`src/rtl/gec_pkg.sv`:
```
`timescale 1ns/1ps
package gec_pkg;
  localparam int REF_COUNT = 5;
  localparam logic [2:0] RANGE_FREE = 3'd5;
  typedef logic [3:0] bcd_t;
endpackage

```
`src/rtl/gec_sync.sv`:
```
`timescale 1ns/1ps
module gec_sync #(
  parameter int W = 1
) (
  input  logic         clk,
  input  logic         rst_n,
  input  logic [W-1:0] d,
  output logic [W-1:0] q
);
  for (genvar i = 0; i < W; i++) begin : g_bit
    logic stage1_q, stage2_q;
    always_ff @(posedge clk or negedge rst_n) begin
      if (!rst_n) begin
        stage1_q <= 1'b0;
        stage2_q <= 1'b0;
      end else begin
        stage1_q <= d[i];
        stage2_q <= stage1_q;
      end
    end
    assign q[i] = stage2_q;
  end
endmodule

```
`src/rtl/gec_timebase.sv`:
```
`timescale 1ns/1ps
module gec_timebase #(
  parameter int BASE_DIV  = 125,
  parameter int FIRST_DIV = 1000,
  parameter int DECADE    = 10,
  parameter int NREF      = 5
) (
  input  logic            clk,
  input  logic            rst_n,
  output logic [NREF-1:0] tick
);
  for (genvar k = 0; k < NREF; k++) begin : g_stage
    localparam int DIV = (k == 0) ? BASE_DIV : ((k == 1) ? FIRST_DIV : DECADE);
    localparam int SW  = $clog2(DIV) + 1;
    logic [SW-1:0] cnt_q, cnt_d;
    logic          step;
    if (k == 0) begin : g_first
      assign step = 1'b1;
    end else begin : g_chain
      assign step = tick[k-1];
    end
    assign tick[k] = step && (cnt_q == SW'(DIV - 1));
    always_comb begin
      cnt_d = cnt_q;
      if (step) cnt_d = tick[k] ? '0 : cnt_q + 1'b1;
    end
    always_ff @(posedge clk or negedge rst_n) begin
      if (!rst_n) cnt_q <= '0;
      else        cnt_q <= cnt_d;
    end
  end
endmodule

```
`src/rtl/gec_bcd_counter.sv`:
```
`timescale 1ns/1ps
module gec_bcd_counter
  import gec_pkg::*;
#(
  parameter int NDIG = 8
) (
  input  logic              clk,
  input  logic              rst_n,
  input  logic              clr,
  input  logic              inc,
  output logic [4*NDIG-1:0] value
);
  logic [NDIG:0] carry;
  assign carry[0] = inc;

  for (genvar i = 0; i < NDIG; i++) begin : g_digit
    bcd_t dig_q, dig_d;
    logic at_nine;
    assign at_nine    = (dig_q == 4'd9);
    assign carry[i+1] = carry[i] && at_nine;
    always_comb begin
      dig_d = dig_q;
      if (clr)           dig_d = '0;
      else if (carry[i]) dig_d = at_nine ? '0 : dig_q + 4'd1;
    end
    always_ff @(posedge clk or negedge rst_n) begin
      if (!rst_n) dig_q <= '0;
      else        dig_q <= dig_d;
    end
    assign value[4*i +: 4] = dig_q;
  end
endmodule

```
`src/rtl/gated_event_counter.sv`:
```
`timescale 1ns/1ps
module gated_event_counter
  import gec_pkg::*;
#(
  parameter int NDIG      = 8,
  parameter int BASE_DIV  = 125,
  parameter int FIRST_DIV = 1000,
  parameter int DECADE    = 10
) (
  input  logic              clk,
  input  logic              rst_n,
  input  logic              sig_in,
  input  logic              pol_inv,
  input  logic              mode_timer,
  input  logic              ss_mode,
  input  logic [2:0]        range_sel,
  input  logic              hold_btn,
  input  logic              clr_btn,
  output logic [4*NDIG-1:0] count_bcd,
  output logic              gate_led,
  output logic              hold_led,
  output logic              win_done
);
  localparam int CW = 4 * NDIG;

  logic                 sig_s, hold_s, clr_s;
  logic [REF_COUNT-1:0] tick;
  logic                 sel_tick, free_run;
  logic                 meas, rise, fall, run, ovf, win_clr, inc;
  logic                 meas_q, gate_q, ss_q, lock_q, hold_q;
  logic                 gate_d, ss_d, lock_d, hold_d;

  gec_sync #(.W(3)) u_sync (
    .clk   (clk),
    .rst_n (rst_n),
    .d     ({sig_in, hold_btn, clr_btn}),
    .q     ({sig_s, hold_s, clr_s})
  );

  gec_timebase #(
    .BASE_DIV  (BASE_DIV),
    .FIRST_DIV (FIRST_DIV),
    .DECADE    (DECADE),
    .NREF      (REF_COUNT)
  ) u_timebase (
    .clk   (clk),
    .rst_n (rst_n),
    .tick  (tick)
  );

  always_comb begin
    case (range_sel)
      3'd0:    sel_tick = tick[0];
      3'd1:    sel_tick = tick[1];
      3'd2:    sel_tick = tick[2];
      3'd3:    sel_tick = tick[3];
      3'd4:    sel_tick = tick[4];
      default: sel_tick = 1'b0;
    endcase
  end

  assign free_run = (range_sel >= RANGE_FREE);
  assign meas     = sig_s ^ pol_inv;
  assign rise     = meas && !meas_q;
  assign fall     = !meas && meas_q;
  assign run      = ss_mode ? ss_q : meas;
  assign ovf      = (count_bcd[CW-1 -: 4] == 4'd8);
  assign win_clr  = !mode_timer && sel_tick && !gate_q && !hold_q;
  assign inc      = !ovf && !hold_q &&
                    (mode_timer ? (sel_tick && run && !lock_q)
                                : (rise && (free_run || gate_q)));

  always_comb begin
    gate_d = gate_q ^ sel_tick;
    hold_d = hold_q;
    ss_d   = ss_q;
    lock_d = lock_q;
    if (hold_s) hold_d = 1'b1;
    if (mode_timer && ss_mode && rise && !lock_q) begin
      ss_d = !ss_q;
      if (ss_q) lock_d = 1'b1;
    end
    if (mode_timer && !ss_mode && fall) lock_d = 1'b1;
    if (clr_s) begin
      hold_d = 1'b0;
      ss_d   = 1'b0;
      lock_d = 1'b0;
    end
  end

  always_ff @(posedge clk or negedge rst_n) begin
    if (!rst_n) begin
      meas_q <= 1'b0;
      gate_q <= 1'b0;
      ss_q   <= 1'b0;
      lock_q <= 1'b0;
      hold_q <= 1'b0;
    end else begin
      meas_q <= meas;
      gate_q <= gate_d;
      ss_q   <= ss_d;
      lock_q <= lock_d;
      hold_q <= hold_d;
    end
  end

  gec_bcd_counter #(.NDIG(NDIG)) u_digits (
    .clk   (clk),
    .rst_n (rst_n),
    .clr   (clr_s || win_clr),
    .inc   (inc),
    .value (count_bcd)
  );

  assign gate_led = mode_timer ? run : (free_run || gate_q);
  assign hold_led = hold_q || lock_q || ovf;
  assign win_done = !mode_timer && sel_tick && gate_q;
endmodule

```
`config.mk`:
```
export PLATFORM = sky130hd
export DESIGN_NAME = gated_event_counter
export DESIGN_NICKNAME = d
export VERILOG_FILES = /design/src/rtl/gec_pkg.sv /design/src/rtl/gec_sync.sv /design/src/rtl/gec_timebase.sv /design/src/rtl/gec_bcd_counter.sv /design/src/rtl/gated_event_counter.sv
export SDC_FILE = /design/constraint.sdc
export NUM_CORES = 1
export LEC_CHECK = 0
export BUFFER_PORTS_ARGS = -buffer_cell sky130_fd_sc_hd__buf_2
export CAP_MARGIN = 20
export CORE_UTILIZATION = 60
export CTS_BUF_LIST = sky130_fd_sc_hd__clkbuf_2 sky130_fd_sc_hd__clkbuf_4 sky130_fd_sc_hd__clkbuf_8
export DETAILED_ROUTE_END_ITERATION = 8
export HOLD_SLACK_MARGIN = 0.02
export PLACE_DENSITY = 0.81
export SKIP_CTS_REPAIR_TIMING = 1
export SLEW_MARGIN = 5
export SYNTH_ARGS = -nofsm -noshare
export SYNTH_HDL_FRONTEND = slang
export SYNTH_SLANG_ARGS = --single-unit
```
`constraint.sdc`:
```
create_clock -name clk -period 8.6 [get_ports clk]
set_clock_uncertainty 0.05 [all_clocks]
set_input_delay 0.86 -clock clk [delete_from_list [all_inputs] [get_ports clk]]
set_output_delay 0.86 -clock clk [all_outputs]
set_load 0.03 [all_outputs]
```
==> results of run 1 <==
critical path, stage by stage (launching register included):
cell and delay [ps]:
dfrtp_1 410, inv_1 90, ha_1 150, nand2_1 70
nor4_2 530, buf_4 310, nand3_1 90, o21ai_0 320
o21ai_0 230, nor3b_1 200, buf_2 220
synth_stat cells (all sizes together), types with 2 or more instances:
| master | number | area share, % |
|---|---|---|
| o41ai | 2 | 0.42 |
| xnor2 | 8 | 1.7 |
| nand4 | 8 | 1.2 |
| or4 | 5 | 0.91 |
| a21oi | 29 | 3.5 |
| nand4bb | 2 | 0.54 |
| and3 | 4 | 0.60 |
| clkbuf | 10 | 0.91 |
| nand2 | 52 | 4.7 |
| nand3 | 18 | 2.2 |
| nor2 | 43 | 3.9 |
| a31oi | 4 | 0.60 |
| or4b | 4 | 0.97 |
| nor4 | 3 | 0.60 |
| dfrtp | 77 | 47 |
| ha | 23 | 7.0 |
| nand2b | 4 | 0.60 |
| and4bb | 3 | 0.91 |
| nor3 | 6 | 0.73 |
| o211ai | 5 | 0.91 |
| o31ai | 7 | 1.3 |
| nor2b | 6 | 0.91 |
| or3 | 14 | 2.1 |
| o2111ai | 6 | 1.4 |
| nor3b | 4 | 0.73 |
| o21ai | 33 | 4.1 |
| and3b | 2 | 0.42 |
| inv | 19 | 1.7 |
| xor2 | 8 | 1.7 |
| and2 | 2 | 0.30 |
| nand4b | 2 | 0.42 |
| a21o | 3 | 0.54 |
| mux2i | 6 | 1.5 |
final cells by class:
| type | instances | area, sq um | area share [%] |
|---|---|---|---|
| timing repair buffer | 46 | 235 | 5.09 |
| multi-input combinational | 328 | 2100 | 45.4 |
| clock inverter | 4 | 48.8 | 1.06 |
| tap | 77 | 96.3 | 2.08 |
| clock buffer | 11 | 145 | 3.14 |
| sequential | 77 | 1930 | 41.7 |
| inverter | 19 | 71.3 | 1.54 |
state kept, by name (all words and copies together) (netlist names):
register / flops
u_timebase.g_stage.cnt_q: 34
u_digits.g_digit.dig_q: 32
lock_q: 1
gate_q: 1
ss_q: 1
u_sync.g_bit.stage1_q: 3
hold_q: 1
meas_q: 1
u_sync.g_bit.stage2_q: 3
layer usage:
metal | vias to the layer above | global-route usage (%)
li1 | 1652 | -
met1 | 1610 | 34.5
met2 | 94 | 42.7
met3 | 10 | 4.77
met4 | 0 | 9.24
met5 | - | 0
through the flow:
stage / total power, W / instance area, sq um / hold slack, ps / setup slack [ps] / std cells
after floorplan: 0.000390 / 4140 / 281 / 5380 / 434
after global placement: 0.000404 / 4430 / 284 / 5130 / 547
after detailed placement: 0.000405 / 4430 / 288 / 4990 / 547
after CTS: 0.000672 / 4620 / 305 / 4730 / 562
after global routing: 0.000693 / 4620 / 312 / 4370 / 562
final: 0.000667 / 4620 / 300 / 4730 / 562
report_power, final:
part           internal, W  switching, W  total [W]
Combinational   0.00000749     0.0000217  0.0000292
Sequential        0.000365    0.00000285   0.000368
Clock             0.000143      0.000126   0.000270
path summary, 6_finish.rpt:
| kind | startpoint | slack, ps | depth (start not counted) | end |
|---|---|---|---|---|
| hold / removal | u_sync.g_bit[1].stage1_q | 300 | 0 | u_sync.g_bit[1].stage2_q |
| max in group asynchronous | rst_n | 7280 | 1 | gate_q |
| setup reg to reg | u_timebase.g_stage[0].cnt_q[0] | 5010 | 10 | u_digits.g_digit[7].dig_q[2] |
| min in group asynchronous | rst_n | 610 | 1 | u_timebase.g_stage[2].cnt_q[4] |
| hold reg to reg | u_sync.g_bit[1].stage1_q | 300 | 0 | u_sync.g_bit[1].stage2_q |
| setup / recovery | u_timebase.g_stage[0].cnt_q[0] | 4730 | 10 | win_done |
cell families after synthesis:
logic type,synth area share (%)
buffers and inverters,2.63
flip-flops,46.6
adder cells (fa/ha/maj),6.96
multiplexers,1.72
AO/OA/AOI/OAI,15.0
XOR/XNOR,3.39
AND/OR/NAND/NOR,23.7
==> summary.md, run 1 <==
| Metric | Value |
|---|---|
| Commonest non-fill, non-tap cell in the layout | `dfrtp_1` |
| H-tree depth | `3` |
| Clock Root Buffer | `clkbuf_8` |
| Outcome | `finished clean` |
| Leading cell types in the layout, fill and taps excluded | `dfrtp_1 (77), nand2_1 (52), buf_2 (44)` |
| Ratio of cells with drive above 1 in the final layout | `between 10% and 20%` |
| Util after Layout | `a little under three quarters` |
| #FFs+latches synth | `just under 80` |
| DR pass1 iterations | `7` |
| Effective utilization at floorplan | `~64%` |
| Antenna Diode Count | `0` |
| Sink Count | `slightly below 80` |
| Synth Flop Type | `dfrtp_1` |
| Avg Synthesized Cell Area | `roughly 9.5 sq um` |
| Syn nets | `468` |
| Vias in the first global route | `3,332` |
| CP arrival | `slightly below 3000 ps` |
| DR vias/cell | `5.99` |
| Post-synthesis cell area | `4140 sq um` |
| Top routing layer in use | `met4` |
| First-pass GRT wire length | `14,900 um` |
| Power Density | `around 140 nW/um^2` |
| IO Pins | `between 40 and 50` |
| Total GRT Usage | `between 20% and 30%` |
| Final ANT Viol Nets | `0` |
| Critical Path Fanout Max | `16` |
| Nets | `slightly above 500` |
| Synthesis-to-layout area growth | `11.8%` |
| FFs w/ async S/R, synth | `between 90% and 100%` |
| WL final | `8430 um` |
| Routed vias | `between 3,000 and 4,000` |
| Max Clk Rate | `about 260 MHz` |
| DRC | `0` |
| Fill count | `between 400 and 500` |
| DR iter-0 viols | `between 200 and 300` |
| Post-route minimum period | `3870 ps` |
| Maxcap violations | `0` |
| WL/cell | `15.0 um` |
| Synth warn | `0` |
| Syn Inst Count | `434` |
| Placeable Area | `between 6000 and 7000 sq um` |
| RSZ-0062 raised after global routing | `false` |
| Relative slew margins | `approximately 31%` |
| Met2 WL | `roughly 4000 um` |
| CTS Buf Count | `9` |
| Critical path capture point type | `output pin` |
| Post-synth EDFFs | `0` |
| Full die area | `just over 7000 sq um` |
| Data required time at the worst endpoint | `about 7700 ps` |
| GPL Wtd Cong | `around 0.86` |
| Class of the worst hold path | `flip-flop to flip-flop` |
| Met3 WL | `about 430 um` |
| CTS tree | `done` |
| Final setup vio count | `0` |
| Gr ovfl total | `0` |
| Final Hold Fails | `0` |
| Die extent in x | `between 80 and 90 um` |
| Largest net degree at the start of global routing | `between 70 and 80` |
| Num rows | `29` |
| Register area share after synthesis | `between 40% and 50%` |
| Peak supply drop | `approximately 100 uV` |
| Dpl hpwl | `approximately 6000 um` |
| Skew-Pair Late Insertion Delay | `340 ps` |
| DIE HEIGHT | `about 85 um` |
| Worst setup SP type | `flip-flop` |
| Library cells used by synthesis | `49` |
| M1 wire length | `3850 um` |
| Setup CP Type | `flip-flop to output pin` |
| Setup TNS | `0 ps` |
| Worst-case clock buffer depth | `2` |
| Initial antenna violation count | `0` |
| Final Cycle Share | `a little under half` |
| Pleak | `2.12 nW` |
| Worst-Margin Slew | `between 1000 and 1500 ps` |
| Port-buffer cells | `45` |
| Max-slew violation count | `0` |
| Worst-path clk slew | `~70 ps` |
(Power assumes the default switching activity.)
==> run 2: changes to the inputs <==
ABC_AREA = 1   (was unset)
CORE_UTILIZATION = 55   (was 60)
PLACE_DENSITY = 0.78   (was 0.81)
clock period = 3.32 ns   (was 8.6 ns; I/O delays follow)
==> run 2 against run 1 <==
  * Die area increased by 11%
  * Via count increased by 2.6%
  * Combinational power increased to 4.2 times the previous value
  * Clock power increased to 2.6 times the previous value
  * First-iteration DRC count decreased by 37%
  * Sequential share of layout area decreased by 1.2 points
  * Non-clock buffer count increased by 2
  * Final cell count increased by 17%
  * Critical path type is now flip-flop to flip-flop
  * Total power increased to 2.7 times the previous value
  * Routed wire length decreased by 0.28%
==> summary.md, run 2 <==
| Metric | Value |
|---|---|
| Pleak | `~2.5 nW` |
| Max Clk Rate | `350 MHz` |
| Skew-Pair Late Insertion Delay | `roughly 350 ps` |
| Area contributors post-synth | `dfrtp_1 (46%), ha_1 (6.8%), nand2_1 (6.7%)` |
| Top-count cell post-synth | `dfrtp_1` |
| #FFs+latches synth | `77` |
| Data required time at the worst endpoint | `between 3000 and 4000 ps` |
| Critical Path Source | `u_timebase.g_stage[1].cnt_q[1]` |
| Final Hold Fails | `0` |
| Worst-case clock buffer depth | `2` |
| Top Registers | `u_timebase.g_stage.cnt_q (34), u_digits.g_digit.dig_q (32)` |
| Placed instance count | `approximately 640` |
| Placeable Area | `roughly 7300 sq um` |
| CTS Buf Count | `9` |
| Worst setup SP type | `flip-flop` |
| Util after Layout | `between 60% and 70%` |
| Relative slew margins | `a little over a third` |
| Register area share after synthesis | `45.6%` |
| Synthesis-to-layout area growth | `12.9%` |
| Post-synth EDFFs | `0` |
| Final ANT Viol Nets | `0` |
| R2r startpoint | `u_timebase.g_stage[1].cnt_q[1]` |
| DP Area | `around 4600 sq um` |
| IO Pins | `46` |
| Syn nets | `between 500 and 600` |
| Syn Inst Count | `approximately 500` |
| Critical path capture point type | `flip-flop` |
| Nets | `about 590` |
| Register with the most flip-flops | `u_timebase.g_stage.cnt_q` |
| Outcome | `finished clean` |
| Leading cell types in the layout, fill and taps excluded | `dfrtp_1 (77), nand2_1 (75), inv_1 (70)` |
| Synth Flop Type | `dfrtp_1` |
| Class of the worst hold path | `input pin to flip-flop` |
| Full die area | `8030 sq um` |
| Dpl hpwl | `5880 um` |
| Effective utilization at floorplan | `a little under three fifths` |
| Commonest non-fill, non-tap cell in the layout | `dfrtp_1` |
| Top cell type's share of synthesized area | `between 40% and 50%` |
| DR pass1 iterations | `4` |
| DR vias/cell | `about 5.3` |
| Setup TNS | `0 ps` |
| Largest net degree at the start of global routing | `78` |
| Design area | `between 4000 and 5000 sq um` |
| Maxcap violations | `0` |
| Vias in the first global route | `approximately 3,100` |
| Synth warn | `0` |
| Die extent in x | `between 80 and 90 um` |
| Ratio of cells with drive above 1 in the final layout | `around 16%` |
| Routed vias | `between 3,000 and 4,000` |
| Post-synthesis cell area | `roughly 4200 sq um` |
| H-tree depth | `3` |
| CP arrival | `3060 ps` |
| Post-route insts no fill | `between 600 and 700` |
| FFs w/ async S/R, synth | `100%` |
| Total GRT Usage | `between 20 and 25%` |
| Hold wc startpoint | `clr_btn` |
| Power Density | `about 380 nW/um^2` |
| Final Worst Setup Slack | `466 ps` |
| Sink Count | `77` |
| WL/cell | `12.8 um` |
| Final Cycle Share | `a little under nine tenths` |
| RSZ-0062 raised after global routing | `false` |
| Avg Synthesized Cell Area | `between 8 and 9 sq um` |
| Worst-path clk slew | `~70 ps` |
| Max-slew violation count | `0` |
| CTS tree | `done` |
| Pre-CTS setup slack | `roughly 500 ps` |
| Library cells used by synthesis | `42` |
| Synth area leader | `dfrtp_1` |
| Worst-Margin Slew | `between 900 and 1000 ps` |
| GPL Wtd Cong | `roughly 0.84` |
| Peak supply drop | `approximately 240 uV` |
| Antenna Diode Count | `0` |
| Clock Root Buffer | `clkbuf_8` |
| Setup CP Type | `flip-flop to flip-flop` |
| Number of flip-flops in the largest register | `34` |
| Post-route minimum period | `approximately 2900 ps` |
| Final setup vio count | `0` |
| Critical Path Fanout Max | `24` |
| Synth cell count leaders | `dfrtp_1 (77), nand2_1 (75), inv_1 (70), nor2_1 (54), nand3_1 (38)` |
| DR iter-0 viols | `183` |
| Num rows | `31` |
| WL final | `about 8400 um` |
| DIE HEIGHT | `89.6 um` |
| Gr ovfl total | `0` |
| Initial antenna violation count | `0` |
| Port-buffer cells | `45` |
| DRC | `0` |
| First-pass GRT wire length | `roughly 14,000 um` |
run 2: changes by cell type in the layout (fill, tap and decap cells not counted), moves of 6 or more:
cell     before  now
inv_1        19   70
nand2_1      52   75
nand3_1      18   38
nand4_1       8   14
nor2_1       43   54
nor3_1        6   18
o31ai_1       7    1
or3_1        14    0
run 2: kinds of logic after synthesis:
kind of cell	share of synthesized area [%]
simple gates	27.1
flops	45.6
fa+ha+maj	6.82
compound gates	9.25
buf+inv	7.23
mux	0.237
xor+xnor	3.73
run 2: final timing paths:
kind / end / slack [ps] / cells after the start
max: u_digits.g_digit[1].dig_q[0] / 470 / 15
min: u_sync.g_bit[0].stage1_q / 40 / 1
max reg2reg: u_digits.g_digit[1].dig_q[0] / 470 / 15
min reg2reg: u_sync.g_bit[0].stage2_q / 300 / 0
max in group asynchronous: u_timebase.g_stage[4].cnt_q[2] / 2510 / 1
min in group asynchronous: u_timebase.g_stage[1].cnt_q[7] / 70 / 1
run 2: power breakdown:
group / leakage, nW / internal (W) / switching, W
clock: 0.106 / 0.000371 / 0.000339
combinational: 1.39 / 0.0000342 / 0.0000893
sequential: 1.03 / 0.000952 / 0.0000157
total: 2.53 / 0.00136 / 0.000444
run 2: cell type report:
| type | instances | area, sq um |
|---|---|---|
| Inverter | 74 | 278 |
| Fill cell | 600 | 2560 |
| Clock inverter | 5 | 50.0 |
| Clock buffer | 11 | 145 |
| Multi-Input combinational cell | 341 | 1990 |
| Tap cell | 99 | 124 |
| Sequential cell | 77 | 1930 |
| Timing Repair Buffer | 48 | 253 |
run 2: stage by stage:
step	power [W]	hold slack [ps]
2_1_floorplan	0.00106	-13.6
3_3_place_gp	0.00111	283
3_5_place_dp	0.00111	290
4_1_cts	0.00181	19.7
5_1_grt	0.00187	30.0
6_report	0.00180	35.4
run 2: metal layers:
layer  GRT usage [%]  up-vias  routed length [um]
li1                -     1753                   -
met1            29.4     1620                3950
met2            37.7       70                4030
met3            3.84       10                 311
met4            7.79        0                 117
met5               0        -                   0
run 2: worst max-delay path: stages (launching register included):
cell	delay (ps)
dfrtp_1	370
ha_1	170
inv_1	70
nor2_1	170
nand3_1	90
nor2_1	150
nand4_2	170
nor2_1	170
nand2_1	110
a21boi_2	210
nand2_1	70
nand2_1	260
inv_2	260
nand2_1	230
nand4_1	90
o21ai_0	100
